[src/rtl/bus_cycle_tracer.sv]
module bus_cycle_tracer #(
  parameter int AW    = 16,
  parameter int DEPTH = 16
) (
  input  logic          clk,
  input  logic          rst_n,
  input  logic          pair_mode,
  input  logic          sync_in,
  input  logic          data_vld,
  input  logic          prog_vld,
  input  logic [AW-1:0] addr_in,
  input  logic [7:0]    data_in,
  input  logic          trace_en,
  input  logic          step_in,
  input  logic          fifo_rd,
  output logic [1:0]    cyc_class,
  output logic          cpu_rdy,
  output logic          stack_cs,
  output logic [AW-1:0] fifo_dout,
  output logic          fifo_empty,
  output logic          fifo_full
);
  localparam int PW = $clog2(DEPTH);
  localparam logic [1:0] C_OPR = 2'b01, C_DAT = 2'b10, C_OPC = 2'b11;

  logic [1:0]    pend;
  logic          stk_op, halted;
  logic [PW-1:0] wp, rp;
  logic [PW:0]   cnt;
  logic [AW-1:0] mem [DEPTH];

  function automatic logic [1:0] tail_bytes(input logic [7:0] op);
    case (op[3:2])
      2'b11:   tail_bytes = 2'd2;
      2'b10:   tail_bytes = 2'd0;
      default: tail_bytes = 2'd1;
    endcase
  endfunction

  assign cyc_class = pair_mode ? {data_vld, prog_vld} :
                     sync_in   ? C_OPC :
                     (pend != 2'd0) ? C_OPR : C_DAT;

  wire done     = !halted;
  wire opc_done = done && (cyc_class == C_OPC);
  wire is_stack = (data_in & 8'h9F) == 8'h08;

  assign cpu_rdy    = !halted;
  assign stack_cs   = stk_op && (cyc_class == C_DAT);
  assign fifo_empty = (cnt == '0);
  assign fifo_full  = (cnt == (PW+1)'(DEPTH));
  assign fifo_dout  = mem[rp];

  wire push = opc_done && trace_en && !fifo_full;
  wire pop  = fifo_rd && !fifo_empty;

  always_ff @(posedge clk or negedge rst_n) begin
    if (!rst_n) begin
      pend   <= '0;
      stk_op <= 1'b0;
    end else if (done) begin
      if (cyc_class == C_OPC) begin
        stk_op <= is_stack;
        pend   <= pair_mode ? 2'd0 : tail_bytes(data_in);
      end else if (!pair_mode && pend != 2'd0) begin
        pend <= pend - 2'd1;
      end
    end
  end

  always_ff @(posedge clk or negedge rst_n) begin
    if (!rst_n)                      halted <= 1'b0;
    else if (!trace_en)              halted <= 1'b0;
    else if (opc_done)               halted <= 1'b1;
    else if (step_in && !fifo_full)  halted <= 1'b0;
  end

  always_ff @(posedge clk) begin
    if (push) mem[wp] <= addr_in;
  end

  always_ff @(posedge clk or negedge rst_n) begin
    if (!rst_n) begin
      wp  <= '0;
      rp  <= '0;
      cnt <= '0;
    end else begin
      if (push) wp <= wp + PW'(1);
      if (pop)  rp <= rp + PW'(1);
      case ({push, pop})
        2'b10:   cnt <= cnt + (PW+1)'(1);
        2'b01:   cnt <= cnt - (PW+1)'(1);
        default: cnt <= cnt;
      endcase
    end
  end
endmodule


[config.mk]
export PLATFORM = sky130hd
export DESIGN_NAME = bus_cycle_tracer
export DESIGN_NICKNAME = d
export VERILOG_FILES = /design/src/rtl/bus_cycle_tracer.sv
export SDC_FILE = /design/constraint.sdc
export NUM_CORES = 1
export LEC_CHECK = 0
export ABC_CLOCK_PERIOD_IN_PS = 4100
export BUFFER_PORTS_ARGS = -buffer_cell sky130_fd_sc_hd__buf_2
export CORE_ASPECT_RATIO = 1.75
export CORE_MARGIN = 10
export CORE_UTILIZATION = 53
export CTS_CLUSTER_SIZE = 30
export DETAILED_ROUTE_END_ITERATION = 8
export PLACE_DENSITY = 0.71
export SLEW_MARGIN = 20
export SYNTH_ARGS = -nofsm -noshare
export SYNTH_HDL_FRONTEND = slang
export SYNTH_SLANG_ARGS = --single-unit
[constraint.sdc]
create_clock -name clk -period 4.1 [get_ports clk]
set_clock_uncertainty 0.2 [all_clocks]
set_input_delay 0.615 -clock clk [delete_from_list [all_inputs] [get_ports clk]]
set_output_delay 0.615 -clock clk [all_outputs]
set_load 0.005 [all_outputs]
# Word level (Yosys, flattened, before mapping)
# Memory sizes are Yosys's and may differ from the RTL's.
# Index checks and enable logic that the tools add are counted.
classes:
  n_addsub: 5
  n_eq_ne: 9
  mux: 13
  bitwise_logic: 1
  reduce_logical: 17
op_table:
  columns: ["cell", "n"]
  rows:
  - ["$mux W2", 6]
  - ["$eq A2 B2 Y1 const B", 5]
  - ["$pmux W5 S2", 1]
  - ["$add A4 B1 Y4 const B", 2]
  - ["$logic_and A1 B1 Y1", 7]
  - ["$eq A6 B4 Y1 const B", 1]
  - ["$reduce_bool A2 Y1", 3]
  - ["$add A5 B1 Y5 const B", 1]
  - ["$eq A5 B5 Y1 const B", 1]
  - ["$logic_not A5 Y1", 1]
  - ["$mux W1", 5]
  - ["$sub A5 B1 Y5 const B", 1]
  - ["$logic_not A1 Y1", 4]
  - ["$pmux W2 S2", 1]
  - ["$reduce_and A2 Y1", 2]
  - ["$ne A3 B1 Y1 const B", 1]
  - ["$eq A2 B1 Y1 const B", 1]
  - ["$sub A2 B1 Y2 const B", 1]
  - ["$not A1 Y1", 1]
word_totals:
  ff_bits: 17
  mem_bits_rw: 256
  inputBits: 33
  out_inout_bits: 22
  memories: 1
mem_list:
  columns: ["memory", "words", "width", "read_ports", "rd_clocked_by_memory_dff", "wr", "line", "source"]
  rows:
  - ["mem", 16, 16, 1, 0, 1, "30", "logic [AW-1:0] mem [DEPTH];"]

# Logic depth before layout (Yosys ltp)
# Gate-level depths: netlist of run 1.
logic_depth:
  depth_word: 10
  depth_mapped: 10
  mapped_depth_nobuf: 9

# Worst setup path before layout of run 1
# No wires, ideal clock.
synth_timing:
  path_kind: "input -> register"
  startpoint: "in pair_mode"
  endpoint: "mem mem[0][0], enable pin"
  setup_time_ns: 0.409
  arrival_ns: 2.914
  required_time_ns: 3.491
  setup_slack_ns: 0.577
  path_stages: 5
  path_cell_list: "buf_2 -> or3b_1 -> a221oi_4 -> nand2_1 -> nor3_1"
synth_via:
  elab_chain_len: 7
synth_rtl:
  columns: ["item", "line", "source"]
  rows:
  - ["from (decl)", "7", "input logic pair_mode,"]
  - ["$mux W2", "40", "assign cyc_class = pair_mode ? {data_vld, prog_vld} :"]
  - ["$eq A2 B2 Y1", "45", "wire opc_done = done && (cyc_class == C_OPC);"]
  - ["$logic_and A1 B1 Y1", "45", null]
  - ["$logic_and A1 B1 Y1 (2 in a row)", "54", "wire push = opc_done && trace_en && !fifo_full;"]
  - ["$mux W1", "79", "if (push) mem[wp] <= addr_in;"]
  - ["$mux W1 (implied by the code)", "79", null]
  - ["to (decl)", "30", null]
# Every way passes these cells.

# Worst setup path in the final report of run 1
layout_timing:
  startpoint: "reg rp[0]"
  endpoint: "out fifo_dout[7]"
layout_via:
  elab_chain_len: 1
layout_rtl:
  columns: ["item", "line", "source"]
  rows:
  - ["from (decl)", "28", "logic [PW-1:0] wp, rp;"]
  - ["from (signal assigned)", "89", "if (pop) rp <= rp + PW'(1);"]
  - ["$mem_v2 Z16 W16", null, null]
  - ["to (decl)", "19", "output logic [AW-1:0] fifo_dout,"]
# Every way passes these cells.

==> results of run 1 <==
[per-stage QoR]
step,setup WS [ns],instances,hold slack [ns],utilization (%)
finish,0.638,868,0.144,62.0
detailed placement,0.484,826,0.310,57.8
floorplan,0.577,527,0.119,-
global placement,0.602,826,0.294,57.8
global route,0.465,868,0.145,62.0
CTS,0.561,868,0.134,62.0
[worst max-delay path, delay by kind of cell (launching register included)]
kind / cells / cell delay [ns]
flip-flops: 1 / 0.65
AO/OA/AOI/OAI: 1 / 0.28
AND/OR/NAND/NOR: 1 / 0.08
multiplexers: 1 / 0.55
buffers and inverters: 2 / 0.56
[flip-flops by register name, summed over array words and instances, names as in the netlist]
name,cells
wp,4
mem,256
halted,1
cnt,5
rp,4
stk_op,1
pend,2
[final cells by class]
cell class | instances | area, sq um | area share, %
Sequential cell | 273 | 8120 | 66.1
Clock inverter | 7 | 140 | 1.14
Multi-Input combinational cell | 215 | 2490 | 20.3
Tap cell | 245 | 307 | 2.49
Timing Repair Buffer | 81 | 505 | 4.11
Clock buffer | 34 | 677 | 5.51
Inverter | 13 | 48.8 | 0.397
[routing by layer]
layer	part of all wire (%)	vias up
met5	0	-
met4	2.0	0
met3	5.7	28
met2	55	158
met1	37	2724
li1	-	2313
[path summary, 6_finish.rpt]
kind | from | to | slack [ns] | cells past startpoint
setup / recovery | rp[0] | fifo_dout[7] | 0.64 | 5
hold / removal | trace_en | halted | 0.14 | 2
setup reg to reg | halted | cnt[4] | 0.87 | 8
hold reg to reg | pend[1] | pend[1] | 0.34 | 1
max in group asynchronous | rst_n | rp[0] | 2.97 | 2
min in group asynchronous | rst_n | halted | 0.39 | 2
[placed cells by master, fill, tap and decap left out, types with 5 or more instances in the layout]
cell type	count
inv_1	13
xnor2_1	8
a22oi_1	32
dfrtp_1	15
nand2_1	29
clkbuf_16	23
buf_4	26
nor2_2	12
ha_1	10
nor2_1	6
o21ai_0	9
buf_2	52
clkbuf_1	5
edfxtp_1	256
clkbuf_8	6
mux4_2	64
[where the power goes]
| part | switching [uW] | internal, uW |
|---|---|---|
| Combinational | 1030 | 1060 |
| Sequential | 229 | 3200 |
| Clock | 923 | 1400 |
| Total | 2190 | 5660 |
[kinds of logic after synthesis]
family / after synthesis
flops: 273
simple gates: 75
mux: 67
compound gates: 53
buf+inv: 39
fa+ha+maj: 11
xor+xnor: 9
[timing repair]
action	CTS	global route
hold buffers	1	0
setup buffers	0	0
gates resized for setup	0	0
hold endpoints to repair	17	0
==> impl_results.md, run 1 <==
* Post-synthesis mux area share at 13.8%
* Synth top area share at 71.8%
* Leak at 0.00412 uW
* Clock slew at reported path FFs at 0.07 ns
* Critical Path RT at 3.28 ns
* I/O Pins at 55
* Final Hold Viols at 0
* Synth Net Count at 571
* First-pass GRT wire length at 33.3 mm
* Synth-to-layout area growth at 14.7%
* Mapped Avg Cell Area at 20.3 sq um
* Fraction of registers with async set/reset at 6.23%
* Most frequent cell after synthesis: edfxtp_1
* HP Class: in2reg
* Grt met2 use at 28.6%
* CP max stage delay at 0.65 ns
* Outcome: finished clean
* Vias in the first global route at 5,670
* Global Route Usage Sum at 16.2%
* Arrival time worst endpoint at 2.65 ns
* Slew HR at 41.8%
* Post-route minimum period at 3.46 ns
* Simple-gate portion of the synthesized area at 3.33%
* GR peak layer: met2
* Yosys reg bits at 273
* EDFF count, synth at 256
* Final Slew Violations at 0
* Crit-path slowest cell: dfrtp_4
* Synth Area in Compound Gates at 3.62%
* Largest family of logic cells by synthesized area: multiplexers
* CP endpoint kind: output port
* Chip height at 208 microns
* Max Clock Freq at 0.289 GHz
* Worst IR drop on VDD at 0.000342 V
* CTS tree: done
* Fin Setup TNS at 0 ns
* Longest Clk Path Bufs at 3
* Critical-path maximum fanout at 19
* Synthesized-area fraction occupied by adder cells at 1.36%
* Drt initial violations at 476
* Row count at 68
* Clk root buf: clkbuf_16
* Proportion of layout cells with a drive suffix above 1 at 32.6%
* Fin nets at 651
* Met1 usage at 20.1%
* Most common flop cell mapped by yosys: edfxtp_1
* Initial Util at 54.0%
* PortBufs at 52
* CTS sink cnt at 273
* Core area at 0.0198 sq mm
* Xor and xnor area share after synthesis at 0.736%
* Total congestion overflow at 0
* Clk Latency, worst-skew pair at 0.50 ns
* Layout fillers at 1,356
* RSZ-0062 raised after global routing: no
* Post-Syn Area at 0.0107 sq mm
* Top post-synthesis cells by count: edfxtp_1, mux4_2, a22oi_1
* Area after DPL at 0.0115 sq mm
* Initial antenna violation count at 0
* Post-Syn Instances at 527
* Antenna diodes at 0
* TritonRoute pass-1 iters at 4
* Routed length per instance at 24.6 microns
* Synth cell types at 38
* Via density per instance at 6.02
* H-tree Lvls at 1
* Dpl hpwl at 13.4 mm
* CP Class: reg2out
* Setup Viol. Count Final at 0
* Drc violations at 0
* PD cells at 638 mW/mm^2
* DIE AREA at 0.0265 sq mm
* Largest net degree at the start of global routing at 31
* Met3 global-route usage at 2.16%
* Drt total wl at 21.3 mm
* Seq/Total Area, Yosys at 75.7%
* Final standard cell area without fillers at 0.0123 sq mm
* Slew @ Worst Pin at 0.873 ns
* Crit path launch type: flop
* Die width at 127 microns
* Routed vias at 5,223
* Top post-synthesis cells by area: edfxtp_1, mux4_2, dfrtp_1
* Pwr Total at 7840 uW
* Max Cap Violations at 0
* Fin crit share at 84.4%
* ANT nets after route at 0
* Crit-path cells: buf_4 > mux4_2 > a22oi_1 > nand2_1 > buf_2
* CTS Buf Count at 23
* Yosys top cell by area: edfxtp_1
* Ys Warns at 0
* Placer Congestion at 0.793
Note: power is estimated with default switching activity, not from simulation.
==> run 2: changes to the inputs <==
Settings changed: ABC_AREA set to 1, ABC_CLOCK_PERIOD_IN_PS 4100 to 3450, PLACE_DENSITY 0.71 to 0.7.
Clock period 4.1 ns to 3.45 ns, I/O delays scaled along.
==> impl_results.md, run 2 <==
* Post-route minimum period at 3.21 ns
* Die width at 130 microns
* Longest Clk Path Bufs at 3
* Crit path launch type: flop
* Largest Register: mem
* Synth-to-layout area growth at 13.7%
* CTS tree: done
* ANT nets after route at 0
* Largest regs: mem: 256 flops, cnt: 5 flops
* Worst IR drop on VDD at 0.000563 V
* Post-Syn Area at 0.0113 sq mm
* Dpl hpwl at 16.1 mm
* Drc violations at 0
* First-pass GRT wire length at 40.1 mm
* TritonRoute pass-1 iters at 5
* Fin nets at 1,043
* Clock slew at reported path FFs at 0.06 ns
* CP Class: reg2out
* Max Cap Violations at 0
* Ys Warns at 0
* Most frequent cell after synthesis: edfxtp_1
* Cell count of the worst hold path at 4
* Top post-synthesis cells by count: edfxtp_1, nor2_1, o21ai_0
* Largest net degree at the start of global routing at 147
* Slew @ Worst Pin at 0.802 ns
* Proportion of layout cells with a drive suffix above 1 at 15.6%
* Synth Net Count at 976
* Vias in the first global route at 7,231
* Global Route Usage Sum at 18.8%
* Fraction of registers with async set/reset at 6.23%
* Placer Congestion at 0.810
* Max Clock Freq at 0.311 GHz
* Row count at 70
* Via density per instance at 5.74
* Routed vias at 7,286
* Worst r2r src: pend[0]
* Slew HR at 46.2%
* Seq/Total Area, Yosys at 71.7%
* Reg-to-reg endpoint: cnt[3]
* Most common cell after layout, fill and taps aside: edfxtp_1
* Hold_sp: data_in[4]
* Initial antenna violation count at 1
* Top post-synthesis cells by area: edfxtp_1, nor2_1, o21ai_0
* Fin crit share at 93.1%
* Register-to-Register Setup Slack at 0.73 ns
* Drt initial violations at 901
* Final Hold Viols at 0
* Initial Util at 54.1%
* Post-Syn Instances at 932
* Mapped Avg Cell Area at 12.1 sq um
* Fin Setup TNS at 0 ns
* Most frequent cells in the layout: edfxtp_1, nor2_1, o21ai_0
* Layout fillers at 1,578
* Yosys top cell by area: edfxtp_1
* Synth top area share at 67.9%
* Final Slew Violations at 0
* Pwr Total at 10,100 uW
* RSZ-0062 raised after global routing: no
* Outcome: finished clean
* CTS sink cnt at 273
* Clk Latency, worst-skew pair at 0.51 ns
* Total congestion overflow at 0
* Worst Hold Endpoint: stk_op
* PortBufs at 52
* Drt total wl at 26.0 mm
* Critical-path maximum fanout at 18
* Synth cell types at 31
* EDFF count, synth at 256
* Max reg flops at 256
* CP endpoint kind: output port
* PD cells at 784 mW/mm^2
* Arrival time worst endpoint at 2.49 ns
* I/O Pins at 55
* Cell count of the worst reg-to-reg path at 14
* Chip height at 213 microns
* Leak at 0.00459 uW
* Routed length per instance at 20.5 microns
* Yosys reg bits at 273
* HP Class: in2reg
* DIE AREA at 0.0278 sq mm
* Clk root buf: clkbuf_16
* H-tree Lvls at 1
* Critical Path RT at 2.73 ns
* CTS Buf Count at 24
* Setup Viol. Count Final at 0
* Core area at 0.0209 sq mm
* Most common flop cell mapped by yosys: edfxtp_1
==> run 2: cell count changes after synthesis, sizes merged, moves of 32 or more <==
cell / before / now
o211ai: 0 / 41
a22oi: 32 / 0
nand3: 2 / 69
nor2: 18 / 190
o21ai: 9 / 136
inv: 13 / 46
mux4: 64 / 0
nand2: 30 / 63
==> run 2: power by group <==
group	switching [uW]	internal, uW
clock network	1120	1540
logic	2290	1160
registers	161	3820
total	3570	6520
==> run 2: cells by family (layout without fill, tap and decap cells) <==
group | Yosys count | count (layout) | share of synthesized area, %
xor+xnor | 8 | 8 | 0.619
other cells | 0 | 1 | 0
fa+ha+maj | 11 | 11 | 1.28
compound gates | 195 | 195 | 9.53
flops | 273 | 273 | 71.7
simple gates | 344 | 344 | 12.9
buf+inv | 101 | 185 | 4.02
==> run 2: worst max-delay path: stages, from the launching register on <==
cell and delay (ns):
dfrtp_1 0.32, buf_4 0.28, clkinv_1 0.71, nand3_1 0.39, nand2_1 0.12, buf_2 0.15
==> run 2: worst max path at each step <==
stage / startpoint / to / slack, ns / cells past startpoint
floorplan: pend[0] / mem[10][0] / 0.50 / 9
global route: rp[0] / fifo_dout[6] / 0.06 / 9
finish: rp[3] / fifo_dout[3] / 0.24 / 5
CTS: rp[0] / fifo_dout[6] / 0.12 / 9
detailed placement: rp[0] / fifo_dout[6] / 0.70 / 9
global placement: pair_mode / cnt[3] / 0.76 / 13
==> run 2: area by class of cell <==
type	instances	area, sq um	share of cell area [%]
Sequential cell	273	8120	63.1
Multi-Input combinational cell	558	2830	22.0
Clock buffer	34	689	5.36
Timing Repair Buffer	95	636	4.94
Tap cell	252	315	2.45
Inverter	47	178	1.38
Clock inverter	9	98.8	0.768
Antenna cell	1	2.50	0.0194
==> run 2: layer usage <==
layer / vias to the layer above / wire [microns] / track usage, %
li1: 3454 / - / -
met1: 3518 / 9940 / 22.9
met2: 261 / 13500 / 32.8
met3: 53 / 1700 / 2.67
met4: 0 / 854 / 7.51
met5: - / 0 / 0
==> run 2: metrics by stage <==
step / std cells / hold WS, ns / setup WS, ns / cell area, sq um / utilization [%]
after global placement: 1224 / 0.270 / 0.760 / 12100 / 57.7
after global routing: 1269 / 0.0847 / 0.0556 / 12900 / 61.5
after floorplan: 932 / 0.0219 / 0.498 / 11300 / -
after CTS: 1268 / 0.0454 / 0.122 / 12900 / 61.5
after detailed placement: 1224 / 0.278 / 0.696 / 12100 / 57.7
final: 1269 / 0.0500 / 0.240 / 12900 / 61.5
==> run 2: timing repair <==
action | 4_1_cts | 5_1_grt
resized for setup | 0 | 1
endpoints found under the setup margin | 0 | 3
endpoints found under the hold margin | 17 | 0
hold buffers | 1 | 0
buffers inserted | 0 | 0
==> run 3: changes to the inputs <==
Settings changed: ABC_AREA 1 to unset, PLACE_DENSITY 0.7 to 0.72, REMOVE_ABC_BUFFERS set to 1.
==> impl_results.md, run 3 (synthesis gave the netlist of run 1 again) <==
* TritonRoute pass-1 iters at 4
* Proportion of layout cells with a drive suffix above 1 at 33.0%
* PortBufs at 52
* CTS sink cnt at 273
* Setup Viol. Count Final at 0
* Chip height at 208 microns
* Clock slew at reported path FFs at 0.07 ns
* Critical Path RT at 2.73 ns
* Routed length per instance at 24.5 microns
* Vias in the first global route at 5,750
* CTS tree: done
* DIE AREA at 0.0265 sq mm
* Slew HR at 48.5%
* Clk Latency, worst-skew pair at 0.50 ns
* Initial Util at 54.0%
* Most frequent cells in the layout: edfxtp_1, mux4_2, buf_2
* Largest Register: mem
* Final Slew Violations at 0
* CP Class: reg2out
* Post-route minimum period at 3.12 ns
* H-tree Lvls at 1
* Drc violations at 0
* ANT nets after route at 0
* Fin crit share at 90.5%
* Final Hold Viols at 0
* Longest Clk Path Bufs at 3
* Clk root buf: clkbuf_16
* Max Clock Freq at 0.320 GHz
* Arrival time worst endpoint at 2.40 ns
* DP Cell Count at 833
* Crit path launch type: flop
* Antenna diodes at 0
* PD cells at 754 mW/mm^2
* Critical-path maximum fanout at 44
* Max Cap Violations at 0
* CP endpoint kind: output port
* Core area at 0.0198 sq mm
* Largest regs: mem: 256 flops, cnt: 5 flops
* HP Class: in2reg
* First-pass GRT wire length at 33.3 mm
* Total congestion overflow at 0
* Via density per instance at 6.07
* Drt initial violations at 407
* RSZ-0062 raised after global routing: no
* Critical Path Source: rp[0]
* Die width at 127 microns
* Synth-to-layout area growth at 15.0%
* Drt total wl at 21.4 mm
* CTS Hold Bufs at 1
* Most common cell after layout, fill and taps aside: edfxtp_1
* Slew @ Worst Pin at 0.771 ns
* Fin Setup TNS at 0 ns
* Leak at 0.00414 uW
* Global Route Usage Sum at 16.3%
* Max reg flops at 256
* CTS Buf Count at 23
* Largest net degree at the start of global routing at 47
* Placer Congestion at 0.786
* Routed vias at 5,295
* Worst r2r src: cnt[0]
* Dpl hpwl at 13.5 mm
* Fin nets at 658
* Pwr Total at 9280 uW
* Layout fillers at 1,345
* Outcome: finished clean
* Layout Utilization at 62.1%
* Worst IR drop on VDD at 0.000492 V
* Row count at 68
* Register-to-Register Setup Slack at 0.34 ns
* I/O Pins at 55
* Final std cells w/o fill at 873
* Resize count post-CTS at 0
* Initial antenna violation count at 0
* Postcts setup bufs at 0
* Hold_sp: trace_en
[run 3: cell types whose count changed in the layout (fill, tap and decap cells not counted), moves of 6 or more]
cell / delta
nor2_1: -182
o21ai_0: -126
nand3_1: -65
mux4_2: +64
o211ai_1: -41
a22oi_1: +32
inv_1: -31
nand2_1: -31
a21oi_1: -14
nor3_2: -12
nor2_2: +11
buf_4: -6
xnor2_1: +6
[run 3: metal layers]
layer / up-vias / track usage [%] / wire [microns]
met5: - / 0 / 0
met4: 0 / 5.78 / 653
met3: 45 / 2.65 / 1040
met2: 167 / 29.2 / 11800
met1: 2757 / 19.1 / 7890
li1: 2326 / - / -
[run 3: cell type report]
cell class | instances | area [sq um] | share of cell area (%)
Inverter | 13 | 48.8 | 0.396
Clock buffer | 25 | 583 | 4.74
Clock inverter | 14 | 193 | 1.57
Multi-Input combinational cell | 215 | 2490 | 20.2
Tap cell | 245 | 307 | 2.49
Sequential cell | 273 | 8120 | 65.9
Timing Repair Buffer | 88 | 571 | 4.63
[run 3: through the flow]
stage / area [sq um] / setup slack (ns) / hold WS [ns]
CTS: 12300 / 0.297 / 0.0299
global route: 12300 / 0.182 / 0.0413
detailed placement: 11500 / 0.146 / 0.276
global placement: 11500 / 0.248 / 0.264
finish: 12300 / 0.329 / 0.0449
floorplan: 10600 / -0.800 / 0.0219
[run 3: critical path, cell delays in order (launching register included)]
cell	delay, ns
dfrtp_4	0.44
buf_12	0.32
mux4_2	0.55
a22oi_1	0.33
nand2_1	0.08
buf_2	0.13
[run 3: power by group]
group / total [uW] / leakage [uW] / internal, uW / switching (uW)
Sequential: 3960 / 0.00251 / 3800 / 156
Combinational: 2670 / 0.00125 / 1290 / 1380
Clock: 2650 / 0.000379 / 1590 / 1070
[run 3: final timing paths]
path	cells past startpoint	end
worst max-delay path	5	fifo_dout[1]
worst min-delay path	2	halted
worst max register to register	7	cnt[4]
worst min register to register	1	pend[1]
max in group asynchronous	2	rp[0]
min in group asynchronous	2	halted
